==> config.mk <==
export PLATFORM = sky130hd
export DESIGN_NAME = tdm_clkgen
export DESIGN_NICKNAME = d
export VERILOG_FILES = /design/src/rtl/tdm_clkgen_pkg.sv /design/src/rtl/tdm_half_timer.sv /design/src/rtl/tdm_bit_sequencer.sv /design/src/rtl/tdm_sync_gen.sv /design/src/rtl/tdm_clkgen.sv
export SDC_FILE = /design/constraint.sdc
export NUM_CORES = 1
export LEC_CHECK = 0
export ABC_AREA = 1
export BUFFER_PORTS_ARGS = -buffer_cell sky130_fd_sc_hd__buf_2
export CAP_MARGIN = 0
export CORE_MARGIN = 4
export CORE_UTILIZATION = 45
export CTS_CLUSTER_SIZE = 28
export DETAILED_ROUTE_END_ITERATION = 8
export GPL_TIMING_DRIVEN = 0
export MAX_ROUTING_LAYER = met4
export PLACE_DENSITY = 0.67
export SLEW_MARGIN = 25
export SYNTH_ARGS = -nofsm -noshare
export SYNTH_HDL_FRONTEND = slang
export SYNTH_HIERARCHICAL = 1
export SYNTH_SLANG_ARGS = --single-unit
==> constraint.sdc <==
create_clock -name clk -period 3.3 [get_ports clk]
set_input_delay 0.165 -clock clk [delete_from_list [all_inputs] [get_ports clk]]
set_output_delay 0.165 -clock clk [all_outputs]
set_load 0.01 [all_outputs]
==> src/rtl/tdm_clkgen_pkg.sv <==
package tdm_clkgen_pkg;

  // Where the frame sync pulse is placed relative to the frame boundary.
  typedef enum logic {
    SYNC_AT_EDGE    = 1'b0,  // opens on the rising edge of bit 0
    SYNC_HALF_EARLY = 1'b1   // opens on the falling edge of the last bit
  } sync_place_e;

endpackage

==> src/rtl/tdm_half_timer.sv <==
// Counts system clocks within one half of the bit clock and emits a tick
// on the cycle that closes the current half.
module tdm_half_timer #(
  parameter int DIV_W = 8
) (
  input  logic             clk,
  input  logic             rst_n,
  input  logic             run,
  input  logic [DIV_W-1:0] reload_val,
  output logic             tick
);

  logic [DIV_W-1:0] cnt_q;

  // A parked counter sits at zero, so the first running cycle ticks.
  assign tick = run && (cnt_q == '0);

  always_ff @(posedge clk or negedge rst_n) begin
    if (!rst_n) begin
      cnt_q <= '0;
    end else if (!run) begin
      cnt_q <= '0;
    end else if (tick) begin
      cnt_q <= reload_val;
    end else begin
      cnt_q <= cnt_q - 1'b1;
    end
  end

endmodule

==> src/rtl/tdm_bit_sequencer.sv <==
// Tracks which half of which bit the serial clock is in and flags the
// frame boundary (the rise that opens bit 0).
module tdm_bit_sequencer #(
  parameter int FLEN_W = 10
) (
  input  logic              clk,
  input  logic              rst_n,
  input  logic              run,
  input  logic              tick,
  input  logic [FLEN_W-1:0] load_len,
  input  logic [FLEN_W-1:0] len_act,
  output logic              in_high,
  output logic [FLEN_W-1:0] bit_idx,
  output logic              rise,
  output logic              fall,
  output logic              boundary
);

  assign rise     = tick && !in_high;
  assign fall     = tick &&  in_high;
  assign boundary = rise && (bit_idx == len_act);

  // While parked, the sequencer pretends to sit in the high half of the
  // last bit, so the first tick becomes the lead-in falling edge.
  always_ff @(posedge clk or negedge rst_n) begin
    if (!rst_n) begin
      in_high <= 1'b1;
      bit_idx <= '0;
    end else if (!run) begin
      in_high <= 1'b1;
      bit_idx <= load_len;
    end else if (tick) begin
      in_high <= !in_high;
      if (rise) begin
        bit_idx <= boundary ? '0 : bit_idx + 1'b1;
      end
    end
  end

  // The bit index never runs past the active frame length.
  AST_BIT_IN_FRAME: assert property (@(posedge clk) disable iff (!rst_n)
    run |-> (bit_idx <= len_act));

endmodule

==> src/rtl/tdm_sync_gen.sv <==
// Drives the registered serial outputs from the half-bit events.
module tdm_sync_gen
  import tdm_clkgen_pkg::*;
#(
  parameter int FLEN_W = 10
) (
  input  logic              clk,
  input  logic              rst_n,
  input  logic              run,
  input  logic              rise,
  input  logic              fall,
  input  logic              boundary,
  input  logic [FLEN_W-1:0] bit_idx,
  input  logic [FLEN_W-1:0] len_act,
  input  sync_place_e       place,
  output logic              bclk,
  output logic              fsync_n,
  output logic              frame_start
);

  logic go_low;
  logic go_high;

  always_comb begin
    if (place == SYNC_HALF_EARLY) begin
      go_low  = fall && (bit_idx == len_act);
      go_high = fall && (bit_idx == '0);
    end else begin
      go_low  = boundary;
      go_high = rise && (bit_idx == '0);
    end
  end

  always_ff @(posedge clk or negedge rst_n) begin
    if (!rst_n) begin
      bclk        <= 1'b0;
      fsync_n     <= 1'b1;
      frame_start <= 1'b0;
    end else if (!run) begin
      bclk        <= 1'b0;
      fsync_n     <= 1'b1;
      frame_start <= 1'b0;
    end else begin
      if (rise) begin
        bclk <= 1'b1;
      end else if (fall) begin
        bclk <= 1'b0;
      end
      if (go_low) begin
        fsync_n <= 1'b0;
      end else if (go_high) begin
        fsync_n <= 1'b1;
      end
      frame_start <= go_low;
    end
  end

  AST_START_ON_SYNC_FALL: assert property (@(posedge clk) disable iff (!rst_n)
    frame_start |-> (!fsync_n && $past(fsync_n)));

  AST_SYNC_FALL_FLAGGED: assert property (@(posedge clk) disable iff (!rst_n)
    $fell(fsync_n) |-> frame_start);

  AST_IDLE_WHEN_OFF: assert property (@(posedge clk) disable iff (!rst_n)
    !run |=> (!bclk && fsync_n && !frame_start));

endmodule

==> src/rtl/tdm_clkgen.sv <==
module tdm_clkgen
  import tdm_clkgen_pkg::*;
#(
  parameter int DIV_W  = 8,
  parameter int FLEN_W = 10
) (
  input  logic              clk,
  input  logic              rst_n,
  input  logic              enable,
  input  logic [DIV_W-1:0]  div_value,
  input  logic [FLEN_W-1:0] frame_len,
  input  logic              early_sync,
  output logic              bclk,
  output logic              fsync_n,
  output logic              frame_start
);

  logic              armed_q;
  logic              run;
  logic [DIV_W-1:0]  div_act;
  logic [FLEN_W-1:0] len_act;
  sync_place_e       place_act;
  logic [DIV_W-1:0]  reload_val;
  logic              tick;
  logic              in_high;
  logic [FLEN_W-1:0] bit_idx;
  logic              rise;
  logic              fall;
  logic              boundary;

  // One parked cycle after reset so the counters hold the loaded values.
  always_ff @(posedge clk or negedge rst_n) begin
    if (!rst_n) begin
      armed_q <= 1'b0;
    end else begin
      armed_q <= 1'b1;
    end
  end

  assign run = enable && armed_q;

  // Active settings: track the inputs while parked, resample at boundaries.
  always_ff @(posedge clk or negedge rst_n) begin
    if (!rst_n) begin
      div_act   <= '0;
      len_act   <= '0;
      place_act <= SYNC_AT_EDGE;
    end else if (!run || boundary) begin
      div_act   <= div_value;
      len_act   <= frame_len;
      place_act <= sync_place_e'(early_sync);
    end
  end

  // The half that starts at a boundary already uses the new divider.
  assign reload_val = boundary ? div_value : div_act;

  tdm_half_timer #(
    .DIV_W (DIV_W)
  ) u_half_timer (
    .clk        (clk),
    .rst_n      (rst_n),
    .run        (run),
    .reload_val (reload_val),
    .tick       (tick)
  );

  tdm_bit_sequencer #(
    .FLEN_W (FLEN_W)
  ) u_bit_seq (
    .clk      (clk),
    .rst_n    (rst_n),
    .run      (run),
    .tick     (tick),
    .load_len (frame_len),
    .len_act  (len_act),
    .in_high  (in_high),
    .bit_idx  (bit_idx),
    .rise     (rise),
    .fall     (fall),
    .boundary (boundary)
  );

  tdm_sync_gen #(
    .FLEN_W (FLEN_W)
  ) u_sync_gen (
    .clk         (clk),
    .rst_n       (rst_n),
    .run         (run),
    .rise        (rise),
    .fall        (fall),
    .boundary    (boundary),
    .bit_idx     (bit_idx),
    .len_act     (len_act),
    .place       (place_act),
    .bclk        (bclk),
    .fsync_n     (fsync_n),
    .frame_start (frame_start)
  );

  // The bit clock only moves on a half-period tick.
  AST_BCLK_HOLDS_BETWEEN_TICKS: assert property (@(posedge clk) disable iff (!rst_n)
    (run && !tick) |=> $stable(bclk));

  // Each rising edge of the bit clock follows a low half.
  AST_RISE_FROM_LOW_HALF: assert property (@(posedge clk) disable iff (!rst_n)
    rise |-> !bclk);

  // Active settings do not move inside a running frame.
  AST_CFG_HELD_IN_FRAME: assert property (@(posedge clk) disable iff (!rst_n)
    (run && !boundary) |=> ($stable(div_act) && $stable(len_act)));

endmodule

==> results of run 1 <==
## Yosys cell counts (all sizes together)
cell,count,area [sq um]
nand2,172,666
inv,72,278
dfrtp,40,1000
nor2,36,155
nand3,26,168
nand4,22,138
o21ai,16,80.1
buf,8,55.1
xor2,8,70.1
a21oi,7,35.0
nand3b,5,37.5
xnor2,4,35.0
clkbuf,2,8.75
dfstp,2,52.6
ha,2,25.0
nor3,2,15.0
clkinv,1,5.00
conb,1,3.75
o21bai,1,7.51
or2,1,6.26
## cells by family after synthesis
| group | after synthesis | share of synthesized area, % |
|---|---|---|
| other | 1 | 0.132 |
| AOI/OAI and AO/OA | 24 | 4.32 |
| adders and majority gates | 2 | 0.881 |
| buffers and inverters | 83 | 12.2 |
| xor gates and xnor gates | 12 | 3.70 |
| DFF | 42 | 37.1 |
| and+or+nand+nor | 264 | 41.7 |
## cell usage in the layout (no fill, tap or decap), drive strengths merged, types with 4 or more instances in the layout
master  instances
nand3          26
buf            32
a21oi           7
o21ai          16
dfrtp          40
nand4          22
xor2            8
inv            71
nand2         172
xnor2           4
nand3b          5
clkbuf          9
nor2           36
## per-stage QoR
step           worst slack, ps  total power [mW]  std cells
6_report                   340              1.34        536
3_5_place_dp               247             0.937        527
4_1_cts                    240              1.34        535
3_3_place_gp               252             0.929        527
5_1_grt                   70.5              1.43        536
2_1_floorplan              819             0.847        428
## area by class of cell
type | count | area, sq um | share of cell area (%)
multi-input combinational | 303 | 1440 | 45.4
sequential | 42 | 1050 | 33.1
inverter | 73 | 287 | 9.02
timing repair buffer | 25 | 133 | 4.17
tap | 75 | 93.8 | 2.95
clock buffer | 7 | 76.3 | 2.40
buffer | 10 | 63.8 | 2.01
clock inverter | 1 | 30.0 | 0.945
## power by group through the flow
stage	sequential [mW]	clock (mW)	combinational, mW
2_1_floorplan	0.608	0	0.238
6_report	0.612	0.404	0.320
4_1_cts	0.611	0.416	0.317
5_1_grt	0.619	0.438	0.370
3_3_place_gp	0.620	0	0.309
3_5_place_dp	0.621	0	0.316
## what timing repair did
item / 4_1_cts / 5_1_grt
setup endpoints to repair: 0 / 1
resized for setup: 0 / 1
hold buffers: 0 / 1
hold endpoints to repair: 0 / 40
buffers inserted: 0 / 0
## worst max-delay path, stage by stage (launching register included)
cell and delay (ps):
dfrtp_1 400, buf_2 270, nand2_1 130, clkinvlp_4 190, nand3_4 160, inv_2 130, nand2_2 80, inv_1 110
nand3_1 80, nor2_1 170, nand3_4 190, inv_1 130, buf_6 160, inv_8 60, buf_2 180, nand2_1 70
nand2_1 50, nand3b_1 150, nand2_1 70, a21oi_1 50
## worst paths after layout
path,start,to,slack (ps),cells after the start
max in group asynchronous,rst_n,u_bit_seq/in_high,2520,2
worst max-delay path,armed_q,u_half_timer/cnt_q[6],340,19
worst min register to register,u_bit_seq/in_high,u_bit_seq/in_high,520,2
worst max register to register,armed_q,u_half_timer/cnt_q[6],340,19
worst min-delay path,early_sync,place_act,70,3
min in group asynchronous,rst_n,div_act[4],390,2
## registers in the layout (all words and copies together) (netlist names)
| name | cells |
|---|---|
| u_sync_gen/frame_start | 1 |
| u_sync_gen/bclk | 1 |
| len_act | 10 |
| place_act | 1 |
| u_sync_gen/fsync_n | 1 |
| div_act | 8 |
| u_bit_seq/bit_idx | 10 |
| armed_q | 1 |
| u_half_timer/cnt_q | 8 |
| u_bit_seq/in_high | 1 |
## per-layer routing
layer  share of wire, %  vias to the layer above  track usage (%)
li1                   -                     1376                -
met1                 49                     1217             27.7
met2                 46                       62             30.3
met3                4.4                        5             2.93
met4               0.84                        0             4.74
met5                  0                        -                -
==> impl_metrics.env, run 1 <==
export IMPL_clockBufferDepth=2
export IMPL_grt_pass1_vias=2439
export IMPL_syn_nets=452
export IMPL_grt_overflow_total=0
export IMPL_comb_power_share_pct=23.9
export IMPL_layout_worst_path_cycle_share_pct=89.7
export IMPL_place_area_sq_mm=0.00306
export IMPL_diodes=0
export IMPL_yosysSeqAreaShare_pct=37.1
export IMPL_place_gp_congestion=0.902
export IMPL_report_final_hold_viol_count=0
export IMPL_powerDensity_mw_per_mm2=421
export IMPL_dr_pass1_iters=5
export IMPL_grt_first_pass_wirelength_microns=11600
export IMPL_clock_power_share_pct=30.3
export IMPL_ant_nets=0
export IMPL_stdcell_area_sq_mm=0.00318
export IMPL_pwr_share_seq_pct=45.8
export IMPL_wl_microns=6900
export IMPL_fillers=639
export IMPL_vias_per_cell=4.96
export IMPL_die_x_microns=87.5
export IMPL_clkLatencyLatePin_ps=300
export IMPL_groute_usage_overall_pct=19.8
export IMPL_power_switching_uw=433
export IMPL_syn2layout_area_growth_pct=11.8
export IMPL_drc_errors=0
export IMPL_die_area_sq_mm=0.00765
export IMPL_die_h_microns=87.5
export IMPL_avgSynthCellArea_sq_um=6.64
export IMPL_critPathLaunchType="flop"
export IMPL_power_leakage_nw=1.80
export IMPL_maxCapViolCount=0
export IMPL_cts_reportedPaths_clkPinSlew_ps=90
export IMPL_critPathCaptureType="flop"
export IMPL_setup_viol=0
export IMPL_crit_path_max_fanout=10
export IMPL_vias=2660
export IMPL_cts_tree="done"
export IMPL_synth_cell_types=31
export IMPL_wl_per_cell_microns=12.9
export IMPL_internal_power_uw=904
export IMPL_yosys_warnings=6
export IMPL_core_area_sq_mm=0.00603
export IMPL_hpwl_microns=4980
export IMPL_start_util_pct=47.2
export IMPL_portBuffers=24
export IMPL_slew_violations=0
export IMPL_fin_nets=484
export IMPL_fmax_mhz=338
export IMPL_row_count=28
export IMPL_netlist_area_sq_mm=0.00284
export IMPL_drt_iter0_drc=167
export IMPL_grt_max_degree=43
export IMPL_fin_crit_ps=2960
export IMPL_cts_made_buffers=5
export IMPL_status="completed"
export IMPL_critical_path_arrival_ps=3150
export IMPL_tightest_slew_ps=580
export IMPL_min_path_type="in -> reg"
export IMPL_peakVddDrop_mv=0.192
export IMPL_io_pins=25
export IMPL_synth_cells=428
export IMPL_drive_gt1_share_pct=14.3
export IMPL_cts_sinks=42
export IMPL_rsz0062_at_grt="no"
export IMPL_cts_root_buf="clkbuf_8"
export IMPL_setup_tns_ps=0
export IMPL_relSlewSlack_pct=61.3
export IMPL_antenna_found_initial=0
export IMPL_ys_ff_latch=42
export IMPL_required_ps=3490
export IMPL_whs_ps=71.0
export IMPL_final_util_pct=52.7
export IMPL_htree_levels=2
export IMPL_critPathKind="reg -> reg"
export IMPL_switching_share_pct=32.4
export IMPL_skew_ps=14.0
(Power assumes the default switching activity.)
==> run 2, diff against run 1 <==
- PLACE_DENSITY: 0.67 -> default
- TNS_END_PERCENT: default -> 30
==> impl_metrics.env, run 2 (same netlist as run 1, synthesis figures left out) <==
export IMPL_clockBufferDepth=2
export IMPL_grt_pass1_vias=2450
export IMPL_internal_power_uw=903
export IMPL_critPathCaptureType="flop"
export IMPL_cts_sinks=42
export IMPL_layout_worst_path_cycle_share_pct=89.9
export IMPL_fin_crit_ps=2970
export IMPL_skew_ps=10.2
export IMPL_r2r_start="armed_q"
export IMPL_tightest_slew_ps=591
export IMPL_switching_share_pct=32.8
export IMPL_min_path_type="in -> reg"
export IMPL_core_area_sq_mm=0.00603
export IMPL_power_switching_uw=440
export IMPL_report_final_hold_viol_count=0
export IMPL_crit_path_max_fanout=10
export IMPL_p_total_mw=1.34
export IMPL_drc_errors=0
export IMPL_peakVddDrop_mv=0.198
export IMPL_fin_nets=484
export IMPL_drt_iter0_drc=181
export IMPL_final_util_pct=52.8
export IMPL_final_cell_mix="nand2_1 (164), inv_1 (66), dfrtp_1 (40)"
export IMPL_portBuffers=24
export IMPL_die_h_microns=87.5
export IMPL_cts_root_buf="clkbuf_8"
export IMPL_cpPeakStageDelay_ps=400
export IMPL_fmax_mhz=337
export IMPL_cp_common_cell="nand2_1"
export IMPL_cts_tree="done"
export IMPL_grt_max_degree=43
export IMPL_pwr_share_seq_pct=45.7
export IMPL_setup_tns_ps=0
export IMPL_rsz0062_at_grt="no"
export IMPL_power_leakage_nw=1.80
export IMPL_cts_made_buffers=5
export IMPL_comb_power_share_pct=23.6
export IMPL_relSlewSlack_pct=60.6
export IMPL_powerDensity_mw_per_mm2=422
export IMPL_htree_levels=2
export IMPL_crit_chain="clkbuf_4 -> nand2_1 -> clkinvlp_4 -> nand3_4 -> inv_2 -> nand2_2 -> inv_1 -> nand3_1 -> nor2_1 -> nand3_4 -> inv_1 -> buf_6 -> inv_8 -> buf_2 -> nand2_1 -> nand2_1 -> nand3b_1 -> nand2_1 -> a21oi_1"
export IMPL_diodes=0
export IMPL_pre_cts_slack_ps=176
export IMPL_die_x_microns=87.5
export IMPL_critical_path_arrival_ps=3160
export IMPL_clkLatencyLatePin_ps=300
export IMPL_wl_per_cell_microns=13.6
export IMPL_place_gp_congestion=0.899
export IMPL_status="completed"
export IMPL_grt_first_pass_wirelength_microns=12200
export IMPL_start_util_pct=47.2
export IMPL_setup_slack_ps=334
export IMPL_drive_gt1_share_pct=14.5
export IMPL_row_count=28
export IMPL_dr_pass1_iters=4
export IMPL_setup_viol=0
export IMPL_vias_per_cell=4.92
export IMPL_critPathKind="reg -> reg"
export IMPL_startpoint="armed_q"
export IMPL_syn2layout_area_growth_pct=12.1
export IMPL_clock_power_share_pct=30.8
export IMPL_required_ps=3490
export IMPL_wl_microns=7280
export IMPL_ant_nets=0
export IMPL_critPathLaunchType="flop"
export IMPL_io_pins=25
export IMPL_antenna_found_initial=0
export IMPL_hpwl_microns=5260
export IMPL_min_from="div_value[7]"
export IMPL_groute_usage_overall_pct=21.2
export IMPL_cp_slowest_cell="dfrtp_1"
export IMPL_largest_registers="len_act x10, u_bit_seq/bit_idx x10"
export IMPL_die_area_sq_mm=0.00765
export IMPL_final_common_cell="nand2_1"
export IMPL_slew_violations=0
export IMPL_vias=2638
export IMPL_cts_reportedPaths_clkPinSlew_ps=90
export IMPL_grt_overflow_total=0
export IMPL_maxCapViolCount=0
export IMPL_whs_ps=70.2
## run 2: cell count changes in the layout (fill, tap and decap cells not counted)
cell and change:
clkbuf_1 -1, clkinvlp_4 +1, clkbuf_4 +1, buf_2 -1
## run 2: power by group through the flow
| stage | Combinational (mW) | Clock (mW) | Sequential [mW] |
|---|---|---|---|
| after detailed placement | 0.315 | 0 | 0.624 |
| after floorplan | 0.238 | 0 | 0.608 |
| after CTS | 0.316 | 0.425 | 0.613 |
| after global placement | 0.312 | 0 | 0.623 |
| final | 0.317 | 0.413 | 0.613 |
| after global routing | 0.368 | 0.452 | 0.621 |
## run 2: timing repair
item                                   CTS  global route
hold buffers                             0             1
setup buffers                            0             0
endpoints found under the hold margin    0            40
gates resized for setup                  0             2
setup endpoints to repair                0             3
## run 2: stage by stage
stage / cells / area [sq um]
CTS: 535 / 3170
global route: 536 / 3180
global placement: 527 / 3060
detailed placement: 527 / 3060
floorplan: 428 / 2840
finish: 536 / 3180
## run 2: area by class of cell
cell class                      count  area [sq um]
Clock buffer                        6          72.6
Timing Repair Buffer               25           133
Multi-Input combinational cell    303          1440
Inverter                           73           287
Sequential cell                    42          1050
Tap cell                           75          93.8
Clock inverter                      2          37.5
Fill cell                         623          2840
Buffer                             10          66.3
## run 2: path summary, 6_finish.rpt
path | depth (start not counted) | to | slack (ps)
min in group asynchronous | 2 | u_half_timer/cnt_q[5] | 380
max in group asynchronous | 2 | u_sync_gen/fsync_n | 2530
max | 19 | u_half_timer/cnt_q[6] | 330
max reg2reg | 19 | u_half_timer/cnt_q[6] | 330
min | 3 | div_act[7] | 70
min reg2reg | 2 | div_act[0] | 530
## run 2: per-layer routing
layer / up-vias / track usage (%) / wire length (microns)
li1: 1384 / - / -
met5: - / - / 0
met4: 0 / 4.60 / 66
met3: 6 / 3.12 / 373
met2: 51 / 32.5 / 3210
met1: 1197 / 29.8 / 3640
## run 2: worst max-delay path: cells and delay by family, from the launching register on
kind / cells / cell delay (ps)
flops: 1 / 400
simple gates: 10 / 1160
compound gates: 1 / 50
buf+inv: 8 / 1220
==> run 3, diff against run 2 <==
- CAP_MARGIN: 0 -> default
- CORE_UTILIZATION: 45 -> 55
- PLACE_DENSITY: default -> 0.74
==> impl_metrics.env, run 3 (same netlist as run 1, synthesis figures left out) <==
export IMPL_die_x_microns=79.9
export IMPL_slew_violations=0
export IMPL_syn2layout_area_growth_pct=10.8
export IMPL_critPathLaunchType="flop"
export IMPL_dr_pass1_iters=5
export IMPL_wl_per_cell_microns=12.9
export IMPL_drive_gt1_share_pct=14.5
export IMPL_cp_slowest_cell="dfrtp_1"
export IMPL_cts_made_buffers=5
export IMPL_power_leakage_nw=1.79
export IMPL_fin_nets=484
export IMPL_fin_crit_ps=2970
export IMPL_hpwl_microns=5060
export IMPL_die_h_microns=79.9
export IMPL_peakVddDrop_mv=0.262
export IMPL_fillers=451
export IMPL_critPathKind="reg -> reg"
export IMPL_powerDensity_mw_per_mm2=400
export IMPL_crit_chain="buf_2 -> nand2_1 -> clkinvlp_4 -> nand3_4 -> inv_2 -> nand2_2 -> inv_1 -> nand3_1 -> nor2_1 -> nand3_4 -> inv_1 -> buf_6 -> inv_8 -> buf_2 -> nand2_1 -> nand2_1 -> nand3b_1 -> nand2_1 -> a21oi_1"
export IMPL_fmax_mhz=337
export IMPL_tightest_slew_ps=530
export IMPL_critPathTopFamily="buffers and inverters"
export IMPL_grt_max_degree=43
export IMPL_reg2reg_slack_ps=330
export IMPL_multiInputGateArea_sq_mm=0.00144
export IMPL_place_gp_congestion=0.949
export IMPL_portBuffers=24
export IMPL_grt_first_pass_wirelength_microns=12300
export IMPL_clkLatencyLatePin_ps=290
export IMPL_grt_overflow_total=0
export IMPL_final_common_cell="nand2_1"
export IMPL_critical_path_arrival_ps=3150
export IMPL_cts_root_buf="clkbuf_8"
export IMPL_report_final_hold_viol_count=0
export IMPL_die_area_sq_mm=0.00638
export IMPL_setup_viol=0
export IMPL_vias_per_cell=5.25
export IMPL_crit_path_max_fanout=10
export IMPL_antenna_found_initial=0
export IMPL_pre_cts_slack_ps=257
export IMPL_setup_slack_ps=333
export IMPL_groute_usage_overall_pct=25.3
export IMPL_rsz0062_at_grt="no"
export IMPL_cp_buffers_inverters=8
export IMPL_status="completed"
export IMPL_largest_registers="len_act x10, u_bit_seq/bit_idx x10"
export IMPL_stdcell_area_sq_mm=0.00315
export IMPL_skew_ps=8.74
export IMPL_wl_microns=6830
export IMPL_clockBufferDepth=2
export IMPL_cts_sinks=42
export IMPL_maxCapViolCount=0
export IMPL_vias=2770
export IMPL_seq_area_sq_mm=0.00105
export IMPL_cts_tree="done"
export IMPL_final_cell_mix="nand2_1 (164), inv_1 (66), dfrtp_1 (40)"
export IMPL_io_pins=25
export IMPL_postCtsSetupRepairBufs=0
export IMPL_grt_pass1_vias=2588
export IMPL_setup_tns_ps=0
export IMPL_min_path_type="in -> reg"
export IMPL_cts_reportedPaths_clkPinSlew_ps=80
export IMPL_core_area_sq_mm=0.00485
export IMPL_start_util_pct=58.6
export IMPL_relSlewSlack_pct=64.6
export IMPL_ant_nets=0
export IMPL_drt_iter0_drc=172
export IMPL_htree_levels=2
export IMPL_place_area_sq_mm=0.00305
export IMPL_drc_errors=0
export IMPL_cpPeakStageDelay_ps=400
export IMPL_row_count=25
export IMPL_diodes=0
export IMPL_whs_ps=74.6
export IMPL_critPathCaptureType="flop"
export IMPL_required_ps=3480
export IMPL_cp_common_cell="nand2_1"
export IMPL_layout_worst_path_cycle_share_pct=89.9
-- run 3: cell types whose count changed in the layout (fill, tap and decap cells not counted), sizes merged --
cell	before	now
clkinvlp	2	1
clkinv	1	3
clkbuf	9	8
bufinv	1	0
buf	31	32
-- run 3: worst min-delay path, delay by kind of cell --
family	cells	cell delay (ps)
buf+inv	1	80
simple gates	2	100
-- run 3: through the flow --
step           instances  util [%]  power [mW]
5_1_grt              528      64.9        1.35
3_3_place_gp         519      62.8       0.930
4_1_cts              527      64.6        1.27
6_report             528      64.9        1.26
2_1_floorplan        428         -       0.847
3_5_place_dp         519      62.8       0.937
-- run 3: timing repair --
item,in CTS,in global routing
hold buffers,0,1
endpoints found under the hold margin,0,40
gates resized for setup,0,1
setup endpoints to repair,0,2
-- run 3: final cells by class --
cell class                 instances  share of cell area (%)
clock buffer                       6                    2.31
sequential                        42                    33.5
inverter                          73                    9.10
clock inverter                     2                   0.437
timing repair buffer              25                    4.21
multi-input combinational        303                    45.8
buffer                            10                    2.03
tap                               67                    2.66
-- run 3: per-layer routing --
metal,up-vias,wire length [microns],GRT usage [%]
li1,1376,-,-
met1,1288,3320,35.2
met2,95,3030,39.3
met3,11,402,4.06
met4,0,83,5.57
met5,-,0,-
-- run 3: where the power goes --
group | internal (mW) | leakage (nW) | total [mW] | switching (mW)
logic | 0.119 | 1.23 | 0.317 | 0.198
clock network | 0.149 | 0.0452 | 0.329 | 0.179
registers | 0.558 | 0.514 | 0.615 | 0.0568
total | 0.826 | 1.79 | 1.26 | 0.434
-- run 3: worst paths after layout --
check / startpoint / cells after the start / to
worst max-delay path: armed_q / 19 / u_half_timer/cnt_q[6]
worst min-delay path: early_sync / 3 / place_act
worst max register to register: armed_q / 19 / u_half_timer/cnt_q[6]
worst min register to register: u_sync_gen/bclk / 2 / u_sync_gen/bclk
max in group asynchronous: rst_n / 2 / div_act[5]
min in group asynchronous: rst_n / 2 / u_half_timer/cnt_q[6]
